$ cat src/rtl/vmul_copro.sv
module vmul_copro #(
  parameter int AW     = 16,
  parameter int EW     = 16,
  parameter int LW     = 8,
  parameter int MAXLEN = 64,
  parameter int LAT    = 4
) (
  input  logic            clk,
  input  logic            rst_n,
  input  logic            cmd_valid,
  output logic            cmd_ready,
  input  logic [AW-1:0]   cmd_src1,
  input  logic [AW-1:0]   cmd_src2,
  input  logic [AW-1:0]   cmd_dst,
  input  logic [LW-1:0]   cmd_len,
  output logic            busy,
  output logic            done,
  output logic            err,
  output logic            mem_req,
  output logic            mem_we,
  output logic [AW-1:0]   mem_addr,
  output logic [2*EW-1:0] mem_wdata,
  input  logic            mem_gnt,
  input  logic [2*EW-1:0] mem_rdata
);
  localparam int IW = $clog2(MAXLEN);
  localparam int NW = IW + 1;
  localparam int CW = IW + 2;
  localparam int WW = 2 * EW;

  typedef enum logic [2:0] {
    S_IDLE, S_DEC, S_LOAD, S_COMP, S_RDEC, S_STORE, S_DONE
  } state_t;

  state_t st;
  logic [AW-1:0] s1_q, s2_q, d_q;
  logic [LW-1:0] len_q;
  logic [NW-1:0] n_q;
  logic [CW-1:0] cnt, rd_slot;
  logic          rd_pend, err_q;

  logic signed [EW-1:0] la [MAXLEN];
  logic signed [EW-1:0] lb [MAXLEN];
  logic        [WW-1:0] lr [MAXLEN];

  logic          p_v [LAT];
  logic [IW-1:0] p_i [LAT];
  logic [WW-1:0] p_d [LAT];

  logic [CW-1:0] n_c, n2;
  logic          accept, ld_req, st_req, cp_iss, pipe_busy;
  logic signed [WW-1:0] prod;

  assign n_c       = CW'(n_q);
  assign n2        = {n_q, 1'b0};
  assign cmd_ready = (st == S_IDLE);
  assign accept    = cmd_valid && cmd_ready;
  assign busy      = (st != S_IDLE) && (st != S_DONE);
  assign done      = (st == S_DONE);
  assign err       = err_q;

  assign ld_req  = (st == S_LOAD) && (cnt < n2);
  assign st_req  = (st == S_STORE) && (cnt < n_c);
  assign mem_req = ld_req || st_req;
  assign mem_we  = (st == S_STORE);
  assign mem_addr = (st == S_STORE) ? d_q + AW'(cnt)
                  : (cnt < n_c)     ? s1_q + AW'(cnt)
                  :                   s2_q + AW'(cnt - n_c);
  assign mem_wdata = lr[cnt[IW-1:0]];

  assign cp_iss = (st == S_COMP) && (cnt < n_c);
  assign prod   = la[cnt[IW-1:0]] * lb[cnt[IW-1:0]];

  always_comb begin
    pipe_busy = 1'b0;
    for (int k = 0; k < LAT; k++) pipe_busy = pipe_busy | p_v[k];
  end

  always_ff @(posedge clk) begin
    if (!rst_n) begin
      st      <= S_IDLE;
      s1_q    <= '0;
      s2_q    <= '0;
      d_q     <= '0;
      len_q   <= '0;
      n_q     <= '0;
      cnt     <= '0;
      rd_slot <= '0;
      rd_pend <= 1'b0;
      err_q   <= 1'b0;
    end else begin
      rd_pend <= 1'b0;
      case (st)
        S_IDLE: if (accept) begin
          s1_q  <= cmd_src1;
          s2_q  <= cmd_src2;
          d_q   <= cmd_dst;
          len_q <= cmd_len;
          err_q <= 1'b0;
          st    <= S_DEC;
        end
        S_DEC: begin
          cnt <= '0;
          if (len_q > LW'(MAXLEN)) begin
            n_q   <= NW'(MAXLEN);
            err_q <= 1'b1;
          end else begin
            n_q <= NW'(len_q);
          end
          st <= (len_q == '0) ? S_DONE : S_LOAD;
        end
        S_LOAD: begin
          if (ld_req && mem_gnt) begin
            rd_pend <= 1'b1;
            rd_slot <= cnt;
            cnt     <= cnt + 1'b1;
          end else if (!ld_req && !rd_pend) begin
            cnt <= '0;
            st  <= S_COMP;
          end
        end
        S_COMP: begin
          if (cp_iss) cnt <= cnt + 1'b1;
          else if (!pipe_busy) begin
            cnt <= '0;
            st  <= S_RDEC;
          end
        end
        S_RDEC: st <= S_STORE;
        S_STORE: if (st_req && mem_gnt) begin
          cnt <= cnt + 1'b1;
          if (cnt == n_c - 1'b1) st <= S_DONE;
        end
        S_DONE:  st <= S_IDLE;
        default: st <= S_IDLE;
      endcase
    end
  end

  always_ff @(posedge clk) begin
    if (!rst_n) begin
      for (int k = 0; k < LAT; k++) begin
        p_v[k] <= 1'b0;
        p_i[k] <= '0;
        p_d[k] <= '0;
      end
    end else begin
      p_v[0] <= cp_iss;
      p_i[0] <= cnt[IW-1:0];
      p_d[0] <= prod;
      for (int k = 1; k < LAT; k++) begin
        p_v[k] <= p_v[k-1];
        p_i[k] <= p_i[k-1];
        p_d[k] <= p_d[k-1];
      end
    end
  end

  always_ff @(posedge clk) begin
    if (rd_pend) begin
      if (rd_slot < n_c) la[rd_slot[IW-1:0]] <= mem_rdata[EW-1:0];
      else               lb[IW'(rd_slot - n_c)] <= mem_rdata[EW-1:0];
    end
    if (p_v[LAT-1]) lr[p_i[LAT-1]] <= p_d[LAT-1];
  end
endmodule

$ cat config.mk
export PLATFORM = sky130hd
export DESIGN_NAME = vmul_copro
export DESIGN_NICKNAME = d
export VERILOG_FILES = /design/src/rtl/vmul_copro.sv
export SDC_FILE = /design/constraint.sdc
export NUM_CORES = 2
export LEC_CHECK = 0
export ABC_CLOCK_PERIOD_IN_PS = 15500
export BUFFER_PORTS_ARGS = -buffer_cell sky130_fd_sc_hd__buf_2
export CAP_MARGIN = 15
export CORE_MARGIN = 3
export CORE_UTILIZATION = 50
export CTS_CLUSTER_SIZE = 24
export DETAILED_ROUTE_END_ITERATION = 8
export HOLD_SLACK_MARGIN = 0.15
export PLACE_DENSITY = 0.65
export SYNTH_ARGS = -nofsm -noshare
export SYNTH_HDL_FRONTEND = slang
export SYNTH_MEMORY_MAX_BITS = 65536
export SYNTH_SLANG_ARGS = --single-unit
$ cat constraint.sdc
create_clock -name clk -period 15.5 [get_ports clk]
set_input_delay 0.775 -clock clk [delete_from_list [all_inputs] [get_ports clk]]
set_output_delay 0.775 -clock clk [all_outputs]
set_load 0.05 [all_outputs]
==> metrics <==
Worst Max-Slew Pin Slew 1.202 ns; EDFF count, synth 4,096; Tightest Hold Check Type in -> reg; Root Buffer Master clkbuf_16; Critical Path AT 11.71 ns; io pins 146; layout net count 9,331; compound-cell area share of the yosys netlist 0.01199; # setup viols final 0; area growth from synthesis to layout 12.43%; Synth cell types 67; largest net degree at the start of global routing 124; die width 599.2 µm; commonest cells after routing, fill and taps aside 4,096 x edfxtp_1, 1,319 x mux4_2, 442 x clkbuf_16, 355 x nor2_1, 327 x inv_1; commonest non-fill, non-tap cell in the layout edfxtp_1; Antenna Violating Nets Remaining 0; Initial Utilization 0.5028; Yosys warning count 0; largest family of logic cells by synthesized area multiplexers; WS Path Type reg -> reg; fmax 0.09208 GHz; global-route wire length before repair 595,600 µm; Crit path buffers/inverters 6; relative slew slack 0.1987; Critical Path Fanout Max 35; family with the most delay on the worst path compound AO/OA/AOI/OAI gates; drt drc 0; Die H 599.2 µm; CTS tree done; simple-gate share of the synthesized area 0.02688; Worst-Skew Late Latency 0.98 ns; num rows 217; Setup Fix Bufs, Post-CTS 0; status finished, final reports clean; CP max stage delay 0.77 ns; drt pass-1 iters 6; Post-Synth Adder-Cell Area 0.03997; antenna violations before repair 15; Worst Path Required 16.35 ns; RSZ-0062 raised after global routing no; PwrDens 138.2 nW/µm²; P_leak 61.60 nW; setup TNS 0 ns; fin util 0.5653; Worst path slowest cell dfxtp_4; asr flop ratio synth 0; gr ovfl total 0; final hold vios 0; Post-Place Cell Area 183,500 µm²; I/O Buffers 129; HPWL Detailed 228,500 µm; CTS sink count 4,342; synthesized instance count 8,326; Peak VDD IR 0.2136 mV; post-synthesis mux area share 0.1724; Num CTS Buffers 430; Yosys reg bits 4,342; clk_skew 0.05711 ns; Clock Path Buffers 4; core area 350,000 µm²; wire per inst 29.35 µm; Vias 83,290; Synth Area per Inst 21.14 µm²; Tmin final 10.86 ns; hold slack 0.2560 ns; fin. max-slew vios 0; max cap viols 0; CTS H-tree depth 5; Syn Std Cell Area 176,000 µm²; aggregate routed wire length 404,800 µm; share of cells above drive strength 1 0.2767; Crit. End Element flop; register area share after synthesis 0.7270; Total GRT Usage 0.2271; top_reg_cell synth edfxtp_1; die area 359,100 µm²; gpl congestion 0.8477; drt initial violations 9,223; Synth Area in XOR/XNOR 0.004081; Syn Nets 8,820; post-route cell area 197,800 µm²; CTS clock-pin slew for the worst setup and hold paths 0.06 ns; final period utilization 0.7006; number of global-route vias before repair 86,340; Critical Path Source Type flop; CP most frequent cell fa_1; DR vias/cell 6.039
==> power by group <==
part | leakage (nW) | switching [mW] | internal [mW] | total [mW]
sequential | 38.6 | 0.116 | 12.9 | 13.1
clock | 6.65 | 4.33 | 5.69 | 10.0
combinational | 16.4 | 2.61 | 1.66 | 4.27
==> cells in the mapped netlist (22+ instances only) <==
cell type / number / area share
a211oi_1: 22 / 0.00094
a21o_1: 22 / 0.00094
a21oi_1: 131 / 0.0037
and2_1: 127 / 0.0045
buf_1: 54 / 0.0012
buf_2: 121 / 0.0034
buf_4: 24 / 0.0010
clkbuf_1: 183 / 0.0039
dfxtp_1: 246 / 0.028
edfxtp_1: 4096 / 0.70
fa_1: 267 / 0.030
ha_1: 135 / 0.0096
inv_1: 328 / 0.0070
mux2_2: 26 / 0.0017
mux2i_1: 33 / 0.0019
mux4_2: 1319 / 0.17
nand2_1: 286 / 0.0061
nand3_1: 35 / 0.0010
nor2_1: 431 / 0.0092
nor2b_1: 28 / 0.0010
nor3_1: 36 / 0.0010
o21a_1: 22 / 0.00094
o21ai_0: 44 / 0.0013
or2_2: 22 / 0.00078
xnor2_1: 47 / 0.0023
xor2_1: 35 / 0.0017
==> kinds of logic (layout without fill, tap and decap cells) <==
group	count (synthesis)	after routing
flip-flops	4342	4342
multiplexers	1378	1378
AND/OR/NAND/NOR	1050	1050
buffers and inverters	737	1597
adder cells (fa/ha/maj)	402	402
AO/OA/AOI/OAI	335	335
XOR/XNOR	82	82
other	0	7
==> per-layer routing <==
layer / up-vias / global-route usage / share of wire
met4: 8 / 0.06285 / 0.027
met5: - / 0 / 0.00015
met1: 44620 / 0.3159 / 0.40
met3: 689 / 0.03158 / 0.069
li1: 34740 / - / -
met2: 3227 / 0.3798 / 0.51
==> worst paths after layout <==
check | cells after the start | start | end | slack, ns
hold reg to reg | 1 | p_d[1][21] | p_d[2][21] | 0.43
setup reg to reg | 27 | flop | p_d[0][31] | 4.64
hold / removal | 1 | mem_rdata[3] | lb[3][3] | 0.26
setup / recovery | 27 | flop | p_d[0][31] | 4.64
==> through the flow <==
stage	instances	worst slack, ns	power, mW
floorplan	8326	7.483	16.31
global placement	12930	4.638	17.43
detailed placement	12940	4.522	17.52
CTS	13770	4.493	27.52
global route	13790	3.837	28.48
finish	13790	4.640	27.34
==> repair_timing <==
| action | CTS | global route |
|---|---|---|
| resized for setup | 0 | 0 |
| hold endpoints to repair | 83 | 0 |
| hold buffers | 57 | 0 |
==> worst reg2reg max path, cell delays in order (launching register included) <==
cell,delay (ns)
dfxtp_4,0.77
buf_4,0.69
buf_4,0.73
mux4_2,0.63
mux4_2,0.54
mux2i_1,0.54
nand2_1,0.20
o21ai_4,0.24
nor2_1,0.12
fa_1,0.48
fa_1,0.57
ha_1,0.15
inv_1,0.05
fa_1,0.47
inv_1,0.06
fa_1,0.53
inv_1,0.05
fa_1,0.49
inv_1,0.05
ha_1,0.20
a2111oi_0,0.46
o21ai_0,0.33
a2111o_1,0.49
a31oi_1,0.47
o21ai_1,0.31
a31oi_1,0.64
o31ai_1,0.21
mux2_2,0.30
==> flip-flops by register name, indices dropped and copies added, names as in the netlist, named ones only <==
name	cells
cnt	8
d_q	16
err	1
la	1024
lb	1024
len_q	8
lr	2048
n_q	7
p_d	128
p_i	24
p_v	4
rd_pend	1
rd_slot	8
s1_q	16
s2_q	16
st	3
==> cell type report <==
| class | instances | area (µm²) |
|---|---|---|
| diodes | 7 | 17.52 |
| well taps | 4599 | 5754 |
| inverters | 339 | 1274 |
| fillers | 25530 | 152100 |
| clock buffers | 549 | 11600 |
| repair buffers | 477 | 3769 |
| multi-input cells | 3247 | 45460 |
| clock inverters | 232 | 1982 |
| flip-flops and latches | 4342 | 128000 |
Power figures use the tool's default switching activity.
